File: config.mk
export PLATFORM = sky130hd
export DESIGN_NAME = spiq_master
export DESIGN_NICKNAME = d
export VERILOG_FILES = /design/src/rtl/spiq_pkg.sv /design/src/rtl/spiq_tick.sv /design/src/rtl/spiq_regs.sv /design/src/rtl/spiq_seq.sv /design/src/rtl/spiq_master.sv
export SDC_FILE = /design/constraint.sdc
export NUM_CORES = 1
export LEC_CHECK = 0
export BUFFER_PORTS_ARGS = -buffer_cell sky130_fd_sc_hd__buf_2
export CAP_MARGIN = 0
export CORE_ASPECT_RATIO = 0.75
export CORE_MARGIN = 5
export CORE_UTILIZATION = 52
export CTS_CLUSTER_SIZE = 14
export DETAILED_ROUTE_END_ITERATION = 10
export GPL_TIMING_DRIVEN = 0
export HOLD_SLACK_MARGIN = 0.15
export PLACE_DENSITY = 0.72
export SYNTH_ARGS = -nofsm -noshare
export SYNTH_HDL_FRONTEND = slang
export SYNTH_SLANG_ARGS = --single-unit
File: constraint.sdc
create_clock -name clk -period 2.1 [get_ports clk]
set_input_delay 0.21 -clock clk [delete_from_list [all_inputs] [get_ports clk]]
set_output_delay 0.21 -clock clk [all_outputs]
set_load 0.005 [all_outputs]
File: src/rtl/spiq_pkg.sv
package spiq_pkg;

    typedef enum logic [2:0] {
        ST_IDLE,
        ST_LOAD,
        ST_LEAD,
        ST_SCK_LO,
        ST_SCK_HI,
        ST_STORE,
        ST_TRAIL,
        ST_FINISH
    } seq_state_t;

    localparam int ADDR_W = 7;

    localparam logic [ADDR_W-1:0] A_DIV   = 7'h00;
    localparam logic [ADDR_W-1:0] A_FIRST = 7'h01;
    localparam logic [ADDR_W-1:0] A_LAST  = 7'h02;
    localparam logic [ADDR_W-1:0] A_CTRL  = 7'h03;
    localparam logic [ADDR_W-1:0] A_STAT  = 7'h04;
    localparam logic [ADDR_W-1:0] A_HOLD  = 7'h05;
    localparam logic [ADDR_W-1:0] A_CSSEL = 7'h06;

    localparam int TX_BASE  = 'h20;
    localparam int RX_BASE  = 'h40;
    localparam int CMD_BASE = 'h60;

    localparam int CTRL_CONT_BIT = 7;
    localparam int CTRL_RUN_BIT  = 6;
    localparam int CTRL_IE_BIT   = 5;
    localparam int CMD_CONT_BIT  = 7;

    localparam int DIV_MIN = 8;
    // 8 bits per word in [5:2], mode 3 in [1:0]
    localparam logic [7:0] WORD_FMT = 8'h23;

endpackage

File: src/rtl/spiq_tick.sv
module spiq_tick #(
    parameter int DIVW = 8
) (
    input  logic            clk,
    input  logic            rst_n,
    input  logic            restart,
    input  logic [DIVW-1:0] div,
    output logic            expire
);

    logic [DIVW-1:0] cnt;

    assign expire = (cnt == div - 1'b1);

    always_ff @(posedge clk or negedge rst_n) begin
        if (!rst_n) begin
            cnt <= '0;
        end else if (restart || expire) begin
            cnt <= '0;
        end else begin
            cnt <= cnt + 1'b1;
        end
    end

endmodule

File: src/rtl/spiq_regs.sv
module spiq_regs
    import spiq_pkg::*;
#(
    parameter int SLOTS = 16,
    parameter int DIVW  = 8,
    parameter int CSW   = 8,
    parameter int DW    = 32,
    localparam int SW   = $clog2(SLOTS)
) (
    input  logic              clk,
    input  logic              rst_n,
    input  logic              we,
    input  logic [ADDR_W-1:0] addr,
    input  logic [DW-1:0]     wdata,
    output logic [DW-1:0]     rdata,
    input  logic              done_set,
    input  logic              rx_we,
    input  logic [SW-1:0]     cur_slot,
    input  logic [7:0]        rx_byte,
    output logic [7:0]        tx_byte,
    output logic              cmd_cont,
    output logic [DIVW-1:0]   div,
    output logic [SW-1:0]     q_first,
    output logic [SW-1:0]     q_last,
    output logic              ctrl_cont,
    output logic              irq_en,
    output logic              hold,
    output logic [CSW-1:0]    cs_sel,
    output logic              start,
    output logic              run,
    output logic              done
);

    localparam int TX_END  = TX_BASE + 2 * SLOTS;
    localparam int RX_END  = RX_BASE + 2 * SLOTS;
    localparam int CMD_END = CMD_BASE + SLOTS;

    logic [7:0] tx_mem  [SLOTS];
    logic [7:0] rx_mem  [SLOTS];
    logic [7:0] cmd_mem [SLOTS];

    int          a_i;
    logic        in_tx, in_rx, in_cmd;
    logic [SW-1:0] pair_idx, cmd_idx;
    logic [CSW-1:0] sel_new;
    logic        sel_onehot;

    always_comb begin
        a_i      = int'(addr);
        in_tx    = (a_i >= TX_BASE)  && (a_i < TX_END);
        in_rx    = (a_i >= RX_BASE)  && (a_i < RX_END);
        in_cmd   = (a_i >= CMD_BASE) && (a_i < CMD_END);
        pair_idx = addr[SW:1];
        cmd_idx  = addr[SW-1:0];
        sel_new  = wdata[CSW-1:0];
        sel_onehot = (sel_new != '0) && ((sel_new & (sel_new - 1'b1)) == '0);
    end

    assign start    = we && (addr == A_CTRL) && wdata[CTRL_RUN_BIT] && !run;
    assign tx_byte  = tx_mem[cur_slot];
    assign cmd_cont = cmd_mem[cur_slot][CMD_CONT_BIT];

    // control and status
    always_ff @(posedge clk or negedge rst_n) begin
        if (!rst_n) begin
            div       <= DIVW'(DIV_MIN);
            q_first   <= '0;
            q_last    <= '0;
            ctrl_cont <= 1'b0;
            irq_en    <= 1'b0;
            hold      <= 1'b0;
            cs_sel    <= CSW'(1);
            run       <= 1'b0;
            done      <= 1'b0;
        end else begin
            if (we) begin
                unique case (addr)
                    A_DIV: begin
                        if (wdata[DIVW-1:0] < DIVW'(DIV_MIN)) div <= DIVW'(DIV_MIN);
                        else                                  div <= wdata[DIVW-1:0];
                    end
                    A_FIRST: q_first <= wdata[SW-1:0];
                    A_LAST:  q_last  <= wdata[SW-1:0];
                    A_CTRL: begin
                        ctrl_cont <= wdata[CTRL_CONT_BIT];
                        irq_en    <= wdata[CTRL_IE_BIT];
                    end
                    A_HOLD:  hold <= wdata[0];
                    A_CSSEL: if (sel_onehot) cs_sel <= sel_new;
                    default: ;
                endcase
            end
            if (done_set)   run <= 1'b0;
            else if (start) run <= 1'b1;
            if (start)         done <= 1'b0;
            else if (done_set) done <= 1'b1;
            else if (we && (addr == A_STAT) && !wdata[0]) done <= 1'b0;
        end
    end

    // slot storage
    always_ff @(posedge clk or negedge rst_n) begin
        if (!rst_n) begin
            for (int i = 0; i < SLOTS; i++) begin
                tx_mem[i]  <= '0;
                rx_mem[i]  <= '0;
                cmd_mem[i] <= '0;
            end
        end else begin
            if (we && in_tx && !addr[0]) tx_mem[pair_idx] <= wdata[7:0];
            if (we && in_cmd)            cmd_mem[cmd_idx] <= wdata[7:0];
            if (rx_we)                   rx_mem[cur_slot] <= rx_byte;
        end
    end

    // read mux
    always_comb begin
        rdata = '0;
        if (addr == A_DIV) begin
            rdata[DIVW-1:0] = div;
            rdata[15:8]     = WORD_FMT;
        end else if (addr == A_FIRST) begin
            rdata[SW-1:0] = q_first;
        end else if (addr == A_LAST) begin
            rdata[SW-1:0] = q_last;
        end else if (addr == A_CTRL) begin
            rdata[CTRL_CONT_BIT] = ctrl_cont;
            rdata[CTRL_RUN_BIT]  = run;
            rdata[CTRL_IE_BIT]   = irq_en;
        end else if (addr == A_STAT) begin
            rdata[0] = done;
        end else if (addr == A_HOLD) begin
            rdata[0] = hold;
        end else if (addr == A_CSSEL) begin
            rdata[CSW-1:0] = cs_sel;
        end else if (in_tx && !addr[0]) begin
            rdata[7:0] = tx_mem[pair_idx];
        end else if (in_rx && addr[0]) begin
            rdata[7:0] = rx_mem[pair_idx];
        end else if (in_cmd) begin
            rdata[7:0] = cmd_mem[cmd_idx];
        end
    end

endmodule

File: src/rtl/spiq_seq.sv
module spiq_seq
    import spiq_pkg::*;
#(
    parameter int SLOTS = 16,
    localparam int SW   = $clog2(SLOTS)
) (
    input  logic          clk,
    input  logic          rst_n,
    input  logic          start,
    input  logic [SW-1:0] q_first,
    input  logic [SW-1:0] q_last,
    input  logic [7:0]    tx_byte,
    input  logic          cmd_cont,
    input  logic          hold,
    input  logic          ctrl_cont,
    input  logic          miso,
    input  logic          expire,
    output logic          tick_restart,
    output logic [SW-1:0] slot,
    output logic          sck,
    output logic          mosi,
    output logic          cs_on,
    output logic          rx_we,
    output logic [7:0]    rx_byte,
    output logic          done_set,
    output logic          busy
);

    seq_state_t    state, nxt;
    logic [SW-1:0] end_slot;
    logic [7:0]    tx_sh, rx_sh;
    logic [2:0]    bitn;
    logic          more;
    logic          last_slot, keep_final;

    assign last_slot  = (slot == end_slot);
    assign keep_final = cmd_cont && hold && ctrl_cont;

    // next-state decode
    always_comb begin
        nxt = state;
        unique case (state)
            ST_IDLE:   if (start) nxt = ST_LOAD;
            ST_LOAD:   nxt = ST_LEAD;
            ST_LEAD:   if (expire) nxt = ST_SCK_LO;
            ST_SCK_LO: if (expire) nxt = ST_SCK_HI;
            ST_SCK_HI: if (expire) nxt = (bitn == 3'd7) ? ST_STORE : ST_SCK_LO;
            ST_STORE: begin
                if (last_slot) nxt = keep_final ? ST_FINISH : ST_TRAIL;
                else           nxt = cmd_cont ? ST_LOAD : ST_TRAIL;
            end
            ST_TRAIL:  if (expire) nxt = more ? ST_LOAD : ST_FINISH;
            ST_FINISH: nxt = ST_IDLE;
        endcase
    end

    // state register and datapath
    always_ff @(posedge clk or negedge rst_n) begin
        if (!rst_n) begin
            state    <= ST_IDLE;
            slot     <= '0;
            end_slot <= '0;
            tx_sh    <= 8'hFF;
            rx_sh    <= '0;
            bitn     <= '0;
            more     <= 1'b0;
            cs_on    <= 1'b0;
        end else begin
            state <= nxt;
            unique case (state)
                ST_IDLE: begin
                    if (start) begin
                        slot     <= q_first;
                        end_slot <= (q_last < q_first) ? q_first : q_last;
                    end else if (!hold) begin
                        cs_on <= 1'b0;
                    end
                end
                ST_LOAD: begin
                    tx_sh <= tx_byte;
                    bitn  <= '0;
                    cs_on <= 1'b1;
                end
                ST_LEAD: ;
                ST_SCK_LO: if (expire) rx_sh <= {rx_sh[6:0], miso};
                ST_SCK_HI: begin
                    if (expire && bitn != 3'd7) begin
                        tx_sh <= {tx_sh[6:0], 1'b0};
                        bitn  <= bitn + 1'b1;
                    end
                end
                ST_STORE: begin
                    more <= !last_slot;
                    if (!last_slot) slot <= slot + 1'b1;
                end
                ST_TRAIL:  if (expire) cs_on <= 1'b0;
                ST_FINISH: ;
            endcase
        end
    end

    // outputs
    always_comb begin
        sck          = 1'b1;
        tick_restart = 1'b0;
        rx_we        = 1'b0;
        done_set     = 1'b0;
        unique case (state)
            ST_IDLE:   tick_restart = 1'b1;
            ST_LOAD:   tick_restart = 1'b1;
            ST_LEAD:   ;
            ST_SCK_LO: sck = 1'b0;
            ST_SCK_HI: ;
            ST_STORE: begin
                tick_restart = 1'b1;
                rx_we        = 1'b1;
            end
            ST_TRAIL:  ;
            ST_FINISH: begin
                tick_restart = 1'b1;
                done_set     = 1'b1;
            end
        endcase
    end

    assign mosi    = tx_sh[7];
    assign rx_byte = rx_sh;
    assign busy    = (state != ST_IDLE);

endmodule

File: src/rtl/spiq_master.sv
module spiq_master
    import spiq_pkg::*;
#(
    parameter int SLOTS = 16,
    parameter int DIVW  = 8,
    parameter int CSW   = 8,
    parameter int DW    = 32
) (
    input  logic              clk,
    input  logic              rst_n,
    input  logic              reg_we,
    input  logic [ADDR_W-1:0] reg_addr,
    input  logic [DW-1:0]     reg_wdata,
    output logic [DW-1:0]     reg_rdata,
    output logic              irq,
    output logic              sck,
    output logic              mosi,
    input  logic              miso,
    output logic [CSW-1:0]    cs_act
);

    localparam int SW = $clog2(SLOTS);

    logic            done_set, rx_we, cmd_cont, start, run_bit, stat_done;
    logic            ctrl_cont, irq_en, cfg_hold, cs_on, expire, tick_restart;
    logic            seq_busy;
    logic [SW-1:0]   seq_slot, q_first, q_last;
    logic [7:0]      rx_byte, tx_byte;
    logic [DIVW-1:0] div;
    logic [CSW-1:0]  cs_sel;

    spiq_regs #(.SLOTS(SLOTS), .DIVW(DIVW), .CSW(CSW), .DW(DW)) u_regs (
        .clk(clk), .rst_n(rst_n), .we(reg_we), .addr(reg_addr),
        .wdata(reg_wdata), .rdata(reg_rdata), .done_set(done_set),
        .rx_we(rx_we), .cur_slot(seq_slot), .rx_byte(rx_byte),
        .tx_byte(tx_byte), .cmd_cont(cmd_cont), .div(div),
        .q_first(q_first), .q_last(q_last), .ctrl_cont(ctrl_cont),
        .irq_en(irq_en), .hold(cfg_hold), .cs_sel(cs_sel),
        .start(start), .run(run_bit), .done(stat_done)
    );

    spiq_tick #(.DIVW(DIVW)) u_tick (
        .clk(clk), .rst_n(rst_n), .restart(tick_restart),
        .div(div), .expire(expire)
    );

    spiq_seq #(.SLOTS(SLOTS)) u_seq (
        .clk(clk), .rst_n(rst_n), .start(start), .q_first(q_first),
        .q_last(q_last), .tx_byte(tx_byte), .cmd_cont(cmd_cont),
        .hold(cfg_hold), .ctrl_cont(ctrl_cont), .miso(miso),
        .expire(expire), .tick_restart(tick_restart), .slot(seq_slot),
        .sck(sck), .mosi(mosi), .cs_on(cs_on), .rx_we(rx_we),
        .rx_byte(rx_byte), .done_set(done_set), .busy(seq_busy)
    );

    assign cs_act = cs_on ? cs_sel : '0;
    assign irq    = stat_done && irq_en;

endmodule

Word-level counts from Yosys, hierarchy flattened --
Cells that the tools add are included.
Operators by class: add/sub/neg operators 5, $lt $le $gt $ge 14, equality and inequality tests 26, multiplexer cells 75, bitwise operators 4, reductions and logical operators 48
Operators with widths (number):
- $bwmux 128 | 3
- $mux 8 | 22
- $bmux 8 s4 | 5
- $demux 8 s4 | 3
- $mux 3 | 11
- $mux 4 | 7
- $pmux 3 s8 | 1
- $eq 7x3->1 const B | 3
- $logic_and 1x1->1 | 21
- $lt 7x7->1 const B | 3
- $pmux 8 s2 | 1
- $reduce_and 2->1 | 8
- $sub 8x1->8 const B | 2
- $eq 3x3->1 const B | 5
- $ge 5x5->1 const B | 3
- $lt 5x1->1 const B | 3
- $mux 1 | 15
- $not 4->5 | 3
- $eq 7x2->1 const B | 2
- $ge 7x7->1 const B | 2
- $mux 7 | 2
- $ne 2x1->1 const B | 5
- $add 8x1->8 const B | 1
- $and 8x8->8 | 1
- other kinds (29) | 40
Storage, ports and cells: bits in registers 453, input bits 43, logic and storage cells 238

Depth between registers and ports, before layout --
Gate-level depths: netlist (run 1).
depth in word-level cells 14, depth in mapped cells 11

Hierarchy --
From an unflattened synthesis (run 1), not the netlist that was laid out.
Second synthesis, totals: cell total of the unflattened synthesis 1658, area total of the unflattened synthesis 23145.9 um^2
By module, submodules not included:
- spiq_regs | times used 1, cells each 1410, area each 20683.6 um^2
- spiq_seq | times used 1, cells each 170, area each 1746.7 um^2
- spiq_tick | times used 1, cells each 69, area each 659.4 um^2
- spiq_master | times used 1, cells each 9, area each 56.3 um^2

Least setup slack after synthesis (run 1) --
OpenSTA, ideal clock, no wires.
path kind flip-flop to flip-flop, from register u_regs.div[0], to register u_seq.rx_sh[0] (netlist: u_seq.rx_byte[0]), data arrival time 2.148 ns, required time 1.975 ns, slack -0.173 ns, cell stages (with the launch flop) 11, path buffers 2, clock period less this slack 2.273 ns, cells stage by stage dfrtp_1 buf_2 inv_1 ha_1 nand2_1 o31ai_1 o31ai_1 or2_1 or3_1 buf_6 mux2_4
Between the ends: word-level cells in the longest chain between the ends 3
Ends and longest elaborated chain:
- start, declared | RTL line spiq_regs.sv:22 | output logic [DIVW-1:0] div,
- start signal, assigned | RTL line spiq_regs.sv:66 | div <= DIVW'(DIV_MIN);
- start signal, assigned | RTL line spiq_regs.sv:79 | if (wdata[DIVW-1:0] < DIVW'(DIV_MIN)) div <= DIVW'(DIV_MIN);
- start signal, assigned | RTL line spiq_regs.sv:80 | else div <= wdata[DIVW-1:0];
- $sub 8x1->8 | RTL line spiq_tick.sv:13 | assign expire = (cnt == div - 1'b1);
- $eq 8x8->1 | RTL line spiq_tick.sv:13
- $reduce_and 2->1 (no source line)
- end signal, assigned | RTL line spiq_seq.sv:85 | ST_SCK_LO: if (expire) rx_sh <= {rx_sh[6:0], miso};
- end, declared | RTL line spiq_seq.sv:31 | logic [7:0] tx_sh, rx_sh;
Every way passes these cells. A chain may end at the register's enable or synchronous reset.

Final worst setup path (run 1) --
from register u_regs.tx_mem[0] (netlist name), to output port reg_rdata[0]
Between the ends: word-level cells in the longest chain between the ends 11
Ends and longest elaborated chain:
- start, declared | RTL line spiq_regs.sv:38 | logic [7:0] tx_mem [SLOTS];
- start signal, assigned by index | RTL line spiq_regs.sv:110 | if (we && in_tx && !addr[0]) tx_mem[pair_idx] <= wdata[7:0];
- $bmux 8 s4 | RTL line spiq_regs.sv:137 | rdata[7:0] = tx_mem[pair_idx];
- $mux 8 (implied by the code) (2 in a row) | RTL line spiq_regs.sv:137
- $mux 8 | RTL line spiq_regs.sv:136 | end else if (in_tx && !addr[0]) begin
- $mux 8 | RTL line spiq_regs.sv:134 | end else if (addr == A_CSSEL) begin
- $mux 1 | RTL line spiq_regs.sv:132 | end else if (addr == A_HOLD) begin
- $mux 1 | RTL line spiq_regs.sv:130 | end else if (addr == A_STAT) begin
- $mux 5 | RTL line spiq_regs.sv:126 | end else if (addr == A_CTRL) begin
- $mux 4 | RTL line spiq_regs.sv:124 | end else if (addr == A_LAST) begin
- $mux 4 | RTL line spiq_regs.sv:122 | end else if (addr == A_FIRST) begin
- $mux 8 | RTL line spiq_regs.sv:119 | if (addr == A_DIV) begin
- end, declared | RTL line spiq_master.sv:14 | output logic [DW-1:0] reg_rdata,
Every way passes these cells. The select of a mux whose other input is x is not followed.

==> results.json, run 1 <==
{
  "most-common-layout-cells": "dfrtp_1, mux2_2, mux4_2",
  "cts_tree": "done",
  "worst_setup_hold_path_clk_slew_ns": 0.06,
  "synth-edff-count": 0,
  "p_leak_nw": 12.33,
  "rsz0062_at_grt": "true",
  "cts_buffers": 47,
  "clock_insertion_delay_worst_skew_ns": 0.57,
  "placement.io_buffers": 38,
  "largest_net_degree_at_the_start_of_global_routing": 103,
  "clock_tree.buffer_depth": 3,
  "power_density_nw_per_um2": 770.1,
  "min_period_ns": 2.894,
  "top_level_ports": 86,
  "synth_top_area_share_pct": 48.09,
  "synth-seq-cells": 453,
  "count_of_tritonroute_iterations_in_the_first_routing_pass": 5,
  "fillCellCount": 3157,
  "yosys_most_used_dff": "dfrtp_1",
  "reg2reg_from": "u_regs.div[0]",
  "grt_util_all_layers_pct": 29.20,
  "worst_slew_pin_slew_ns": 1.259,
  "cell_at_the_root_of_the_clock_tree": "clkbuf_16",
  "flow.area_growth_from_synthesis_pct": 17.70,
  "vdd.ir_drop.worst_mv": 0.6606,
  "yosys.cell_types.count": 73,
  "synth_top_cells_by_area": "dfrtp_1, mux2_2, mux4_2",
  "route.detailed.vias_per_inst": 6.517,
  "cp_data_arrival_time_ns": 2.68,
  "final_common_cell": "dfrtp_1",
  "slew_headroom_pct": 15.38,
  "post-place-cells": 2278,
  "layout-drive-gt1-share_pct": 51.55,
  "synth_area_per_cell_um2": 14.07,
  "final_min_period_over_clock_period_pct": 137.8,
  "drt_wl_total_um": 70390,
  "antenna_violating_nets_post_route": 0,
  "h-tree-depth": 2,
  "routabilityCongestion": 1.073,
  "asr_flop_ratio_synth_pct": 100.0,
  "nNetsFinal": 1856,
  "die_width_um": 253.1,
  "die-area_um2": 48680,
  "crit_required_ns": 1.89,
  "antenna_found_initial": 5,
  "route.detailed.drc": 0,
  "worstHoldPathType": "input pin to async pin",
  "fp-row-count": 66,
  "setup_slack_ns": -0.7939,
  "worstSetupStartpointType": "flip-flop",
  "numClockSinks": 453,
  "fp.dieH_um": 192.3,
  "cap_violations": 0,
  "core_area_um2": 43600,
  "total_power_consumption_mw": 20.89,
  "cp-startpoint": "u_regs.tx_mem[0]",
  "final.hold.worst_slack_ns": -0.3294,
  "synthCells": 1638,
  "fin_setup_tns_ns": -9.500,
  "timing_max_transition_violations_final": 0,
  "fin_util_pct": 62.22,
  "drt_iter0_drc": 1611,
  "fmax_mhz": 345.6,
  "yosys_warnings": 0,
  "holdBufCountCts": 5,
  "overflow": 0,
  "grt_first_pass_wirelength_um": 106100,
  "drt-wirelength-per-cell_um": 29.11,
  "route.vias.total": 15760,
  "setup.worst_path.end_class": "primary output",
  "initial_core_util_pct": 52.86,
  "violations": "negative hold slack, negative setup slack",
  "synth_sequential_area_ratio_pct": 49.23,
  "final_standard_cell_count_with_taps_included_and_fillers_excluded": 2418,
  "grt_pass1_vias": 16000,
  "worst-path-max-fanout": 2,
  "crit_type": "flip-flop to primary output",
  "syn_area_um2": 23050,
  "synth.largest_area_cell": "dfrtp_1",
  "timing_hold_violations_final": 95,
  "finalClockSkew_ns": 0.01984,
  "dp_hpwl_um": 48050,
  "outcome": "finished, violations left",
  "setup_viol": 29
}
## synth_stat cells (4+ instances only)
cell type	count
ha_1	11
a211oi_1	14
inv_1	12
mux2_4	8
nor2_1	53
a21oi_1	33
mux2_2	411
buf_2	33
xnor2_1	11
nor2_2	10
o21ai_0	40
mux2i_1	36
nand3_1	21
a22oi_1	6
nor3_1	13
o22ai_1	13
o22a_1	9
xor2_1	9
dfrtp_1	443
nand3b_1	6
dfstp_2	10
and2_1	14
nor2b_1	12
nand2_1	79
a31oi_1	4
nand2b_1	10
buf_4	34
mux4_2	142
nor4_1	4
and3_1	6
buf_6	4
clkbuf_1	65
## sequential cells by signal, summed over array words and instances (netlist names), 8 cells and up
name / cells
u_regs.rx_mem: 128
u_seq.tx_sh: 8
u_regs.tx_mem: 128
u_tick.cnt: 8
u_regs.div: 8
u_regs.cs_sel: 8
u_regs.cmd_mem: 128
u_seq.rx_byte: 8
## where the power goes
group          internal, mW  total (mW)  switching (mW)  leakage, nW
registers              9.27        9.72           0.452         6.15
clock network          4.81        8.37            3.56        0.753
logic                  1.31        2.80            1.49         5.43
total                  15.4        20.9            5.51         12.3
## per-layer routing
layer | track usage (%) | share of wire, % | up-vias
met3 | 10.66 | 12 | 142
met1 | 43.20 | 42 | 8399
li1 | - | - | 6438
met4 | 8.178 | 2.9 | 6
met5 | 0 | 0.043 | -
met2 | 40.96 | 43 | 774
## path summary, 6_finish.rpt
kind | endpoint | cells past startpoint | slack (ns)
hold reg to reg | u_seq.tx_sh[0] | 2 | 0.47
hold / removal | u_regs.tx_mem[50] | 1 | -0.33
setup reg to reg | u_seq.rx_byte[6] | 9 | -0.25
min in group clk | u_regs.cs_sel[6] | 5 | 0.25
setup / recovery | reg_rdata[0] | 5 | -0.79
max in group asynchronous | u_seq.tx_sh[5] | 4 | 0.64
## cells by family (layout without fill, tap and decap cells)
logic type	Yosys count	after routing	share of synthesized area, %
XOR/XNOR	20	20	0.7600
AO/OA/AOI/OAI	146	146	4.022
AND/OR/NAND/NOR	258	259	5.966
multiplexers	597	597	36.04
flip-flops	453	453	49.23
buffers and inverters	151	331	3.322
adder cells (fa/ha/maj)	12	12	0.6405
other	1	22	0.01627
## worst max-delay path, stage by stage, from the launching register on
cell	delay, ns
dfrtp_1	0.40
mux4_2	0.50
mux4_2	0.55
a221oi_4	0.35
a211oi_2	0.13
buf_2	0.18
## per-stage QoR
step	setup WS, ns	area (um2)
final	-0.7939	27130
after detailed placement	-1.457	24190
after CTS	-0.7131	26930
after global placement	-8.067	24070
after floorplan	-0.09858	23150
after global routing	-0.7947	27130
## cell type report
class | count | area [um2] | share of cell area, %
Sequential cell | 453 | 11350 | 41.85
Clock buffer | 71 | 1389 | 5.119
Tap cell | 578 | 723.2 | 2.666
Antenna cell | 1 | 2.502 | 0.009224
Timing Repair Buffer | 98 | 967.2 | 3.565
Inverter | 13 | 51.30 | 0.1891
Buffer | 134 | 888.4 | 3.275
Multi-Input combinational cell | 1055 | 11620 | 42.85
Clock inverter | 15 | 131.4 | 0.4843
## repair_timing
action | 4_1_cts | 5_1_grt
gates resized for setup | 181 | 55
hold endpoints to repair | 98 | 95
setup endpoints to repair | 204 | 194
gates cloned | 5 | 0
pin swaps | 45 | 36
buffers inserted | 42 | 10
Power figures use the tool's default switching activity.
==> inputs of run 2 (changes only) <==
--- a/config.mk
+++ b/config.mk
@@ -5,16 +5,16 @@
 export SDC_FILE = /design/constraint.sdc
 export NUM_CORES = 1
 export LEC_CHECK = 0
-export BUFFER_PORTS_ARGS = -buffer_cell sky130_fd_sc_hd__buf_2
 export CAP_MARGIN = 0
-export CORE_ASPECT_RATIO = 0.75
+export CORE_ASPECT_RATIO = 0.5
 export CORE_MARGIN = 5
 export CORE_UTILIZATION = 52
 export CTS_CLUSTER_SIZE = 14
 export DETAILED_ROUTE_END_ITERATION = 10
+export DONT_BUFFER_PORTS = 1
 export GPL_TIMING_DRIVEN = 0
 export HOLD_SLACK_MARGIN = 0.15
-export PLACE_DENSITY = 0.72
+export PLACE_DENSITY = 0.71
 export SYNTH_ARGS = -nofsm -noshare
 export SYNTH_HDL_FRONTEND = slang
 export SYNTH_SLANG_ARGS = --single-unit
==> run 2 against run 1 <==
Compared with the run above:
- the flow finishes with violations (negative hold slack, max-slew violations, negative setup slack)
- sequential power hardly changed
- critical path depth is 2 higher
- first-iteration DRC count is 1.9% higher
- non-clock buffer count is 45 lower
- setup slack better by 0.21 ns
- largest cell class unchanged
- via count is 3.2% lower
- largest power group unchanged
- combinational power is 8.6% lower
- die area is 0.44% higher
==> results.json, run 2 (synthesis results as in run 1) <==
{
  "outcome": "finished, violations left",
  "violations": "negative hold slack, max-slew violations, negative setup slack",
  "largest_net_degree_at_the_start_of_global_routing": 454,
  "core_area_um2": 43710,
  "cts_buffers": 42,
  "slew_headroom_pct": -4.340,
  "worstHoldPathType": "input pin to async pin",
  "crit_top_cell": "a211oi_2",
  "die-area_um2": 48890,
  "initial_core_util_pct": 52.73,
  "fp-row-count": 54,
  "buf_inv_on_cp": 0,
  "setup.reg_to_reg.worst_slack_ns": -0.30,
  "worst-path-stages": 7,
  "antenna_found_initial": 1,
  "most-common-layout-cells": "dfrtp_1, mux2_2, mux4_2",
  "cp_data_arrival_time_ns": 2.48,
  "setup.worst_path.end_class": "primary output",
  "total_power_consumption_mw": 19.84,
  "cap_violations": 0,
  "fmax_mhz": 372.4,
  "vdd.ir_drop.worst_mv": 0.5908,
  "min_period_ns": 2.685,
  "cp_max_stage_cell": "mux4_2",
  "place_worst_setup_slack_ns": -1.171,
  "finalClockSkew_ns": 0.03154,
  "layout-drive-gt1-share_pct": 50.45,
  "h-tree-depth": 2,
  "final.hold.worst_slack_ns": -0.6395,
  "grt_pass1_vias": 15270,
  "worstSetupStartpointType": "flip-flop",
  "crit_required_ns": 1.89,
  "clock_insertion_delay_worst_skew_ns": 0.56,
  "overflow": 0,
  "power_density_nw_per_um2": 743.5,
  "count_of_tritonroute_iterations_in_the_first_routing_pass": 7,
  "rsz0062_at_grt": "true",
  "worst_setup_hold_path_clk_slew_ns": 0.07,
  "grt_first_pass_wirelength_um": 100200,
  "grt_util_all_layers_pct": 27.17,
  "route.vias.total": 15260,
  "numClockSinks": 453,
  "nNetsFinal": 1806,
  "cpLargestDelayFamily": "compound AO/OA/AOI/OAI gates",
  "drt-wirelength-per-cell_um": 28.38,
  "antenna_violating_nets_post_route": 0,
  "cell_at_the_root_of_the_clock_tree": "clkbuf_16",
  "placement.io_buffers": 0,
  "antennaDiodeCount": 0,
  "dp_hpwl_um": 44480,
  "drt_wl_total_um": 67140,
  "critical_path.cell_chain": "mux4_2 > nor2b_1 > a21oi_1 > a211oi_2 > o21ai_1 > a211oi_2 > o22ai_2",
  "crit_type": "flip-flop to primary output",
  "timing_hold_violations_final": 451,
  "final_common_cell": "dfrtp_1",
  "worst_stage_delay_on_the_critical_path_ns": 0.48,
  "holdBufCountCts": 8,
  "worst_r2r_path_depth": 6,
  "routabilityCongestion": 0.9873,
  "setup_slack_ns": -0.5854,
  "top_level_ports": 86,
  "drt_iter0_drc": 1642,
  "route.detailed.drc": 0,
  "flow.area_growth_from_synthesis_pct": 15.80,
  "die_width_um": 307.7,
  "setup_viol": 30,
  "route.detailed.vias_per_inst": 6.450,
  "cts_tree": "done",
  "final_min_period_over_clock_period_pct": 127.9,
  "p_leak_nw": 12.03,
  "fp.dieH_um": 158.9,
  "timing_max_transition_violations_final": 66,
  "worst-path-max-fanout": 2,
  "worst_slew_pin_slew_ns": 1.565,
  "registers_with_the_highest_flip_flop_counts": "u_regs.cmd_mem x128, u_regs.rx_mem x128, u_regs.tx_mem x128",
  "clock_tree.buffer_depth": 3
}
[run 2: cell types whose count changed in the layout (fill, tap and decap cells not counted), sizes merged, moves of 2 or more]
cell         previous run  this run
clkinv                 13         8
dlygate4sd3             4         8
inv                    12        14
clkbuf                133       126
buf                   166       113
[run 2: path summary, 6_finish.rpt]
check | from | to
hold reg to reg | u_seq.tx_sh[0] | u_seq.tx_sh[0]
setup reg to reg | u_tick.cnt[6] | u_seq.rx_byte[0]
hold / removal | rst_n | u_regs.rx_mem[89]
max in group asynchronous | rst_n | u_regs.div[1]
min in group clk | reg_we | u_regs.q_last[0]
setup / recovery | u_regs.rx_mem[37] | reg_rdata[5]
[run 2: routing by layer]
| layer | GRT usage (%) | routed length [um] | vias to the layer above | share of wire, % |
|---|---|---|---|---|
| met3 | 6.723 | 6348 | 199 | 9.5 |
| met1 | 39.64 | 28350 | 8002 | 42 |
| met5 | 0 | 0 | - | 0 |
| met2 | 39.59 | 29210 | 740 | 43 |
| met4 | 10.61 | 3236 | 0 | 4.8 |
| li1 | - | - | 6319 | - |
[run 2: cell type report]
type | count | area [um2]
Fill cell | 3292 | 17020
Multi-Input combinational cell | 1055 | 11690
Sequential cell | 453 | 11350
Clock buffer | 60 | 1220
Buffer | 135 | 893.4
Tap cell | 588 | 735.7
Timing Repair Buffer | 52 | 666.9
Clock inverter | 10 | 82.58
Inverter | 13 | 51.30
[run 2: metrics by stage]
stage / utilization [%] / setup TNS [ns] / instances / area [um2]
after global placement: 54.65 / -162.50 / 2246 / 23890
final: 61.06 / -9.210 / 2366 / 26690
after floorplan: - / -0.7886 / 1658 / 23150
after global routing: 61.06 / -10.38 / 2366 / 26690
after detailed placement: 54.65 / -172.07 / 2246 / 23890
after CTS: 60.36 / -8.486 / 2360 / 26390
[run 2: where the power goes]
| group | internal [mW] | total, mW | switching [mW] | leakage, nW |
|---|---|---|---|---|
| logic | 1.29 | 2.56 | 1.27 | 5.23 |
| registers | 9.26 | 9.70 | 0.441 | 6.15 |
| clock network | 4.16 | 7.58 | 3.43 | 0.649 |
[run 2: repair_timing]
item	4_1_cts	5_1_grt
gates resized for setup	173	64
setup endpoints to repair	187	197
endpoints found under the hold margin	457	453
pin swaps	46	23
setup buffers	33	7
gates cloned	5	0
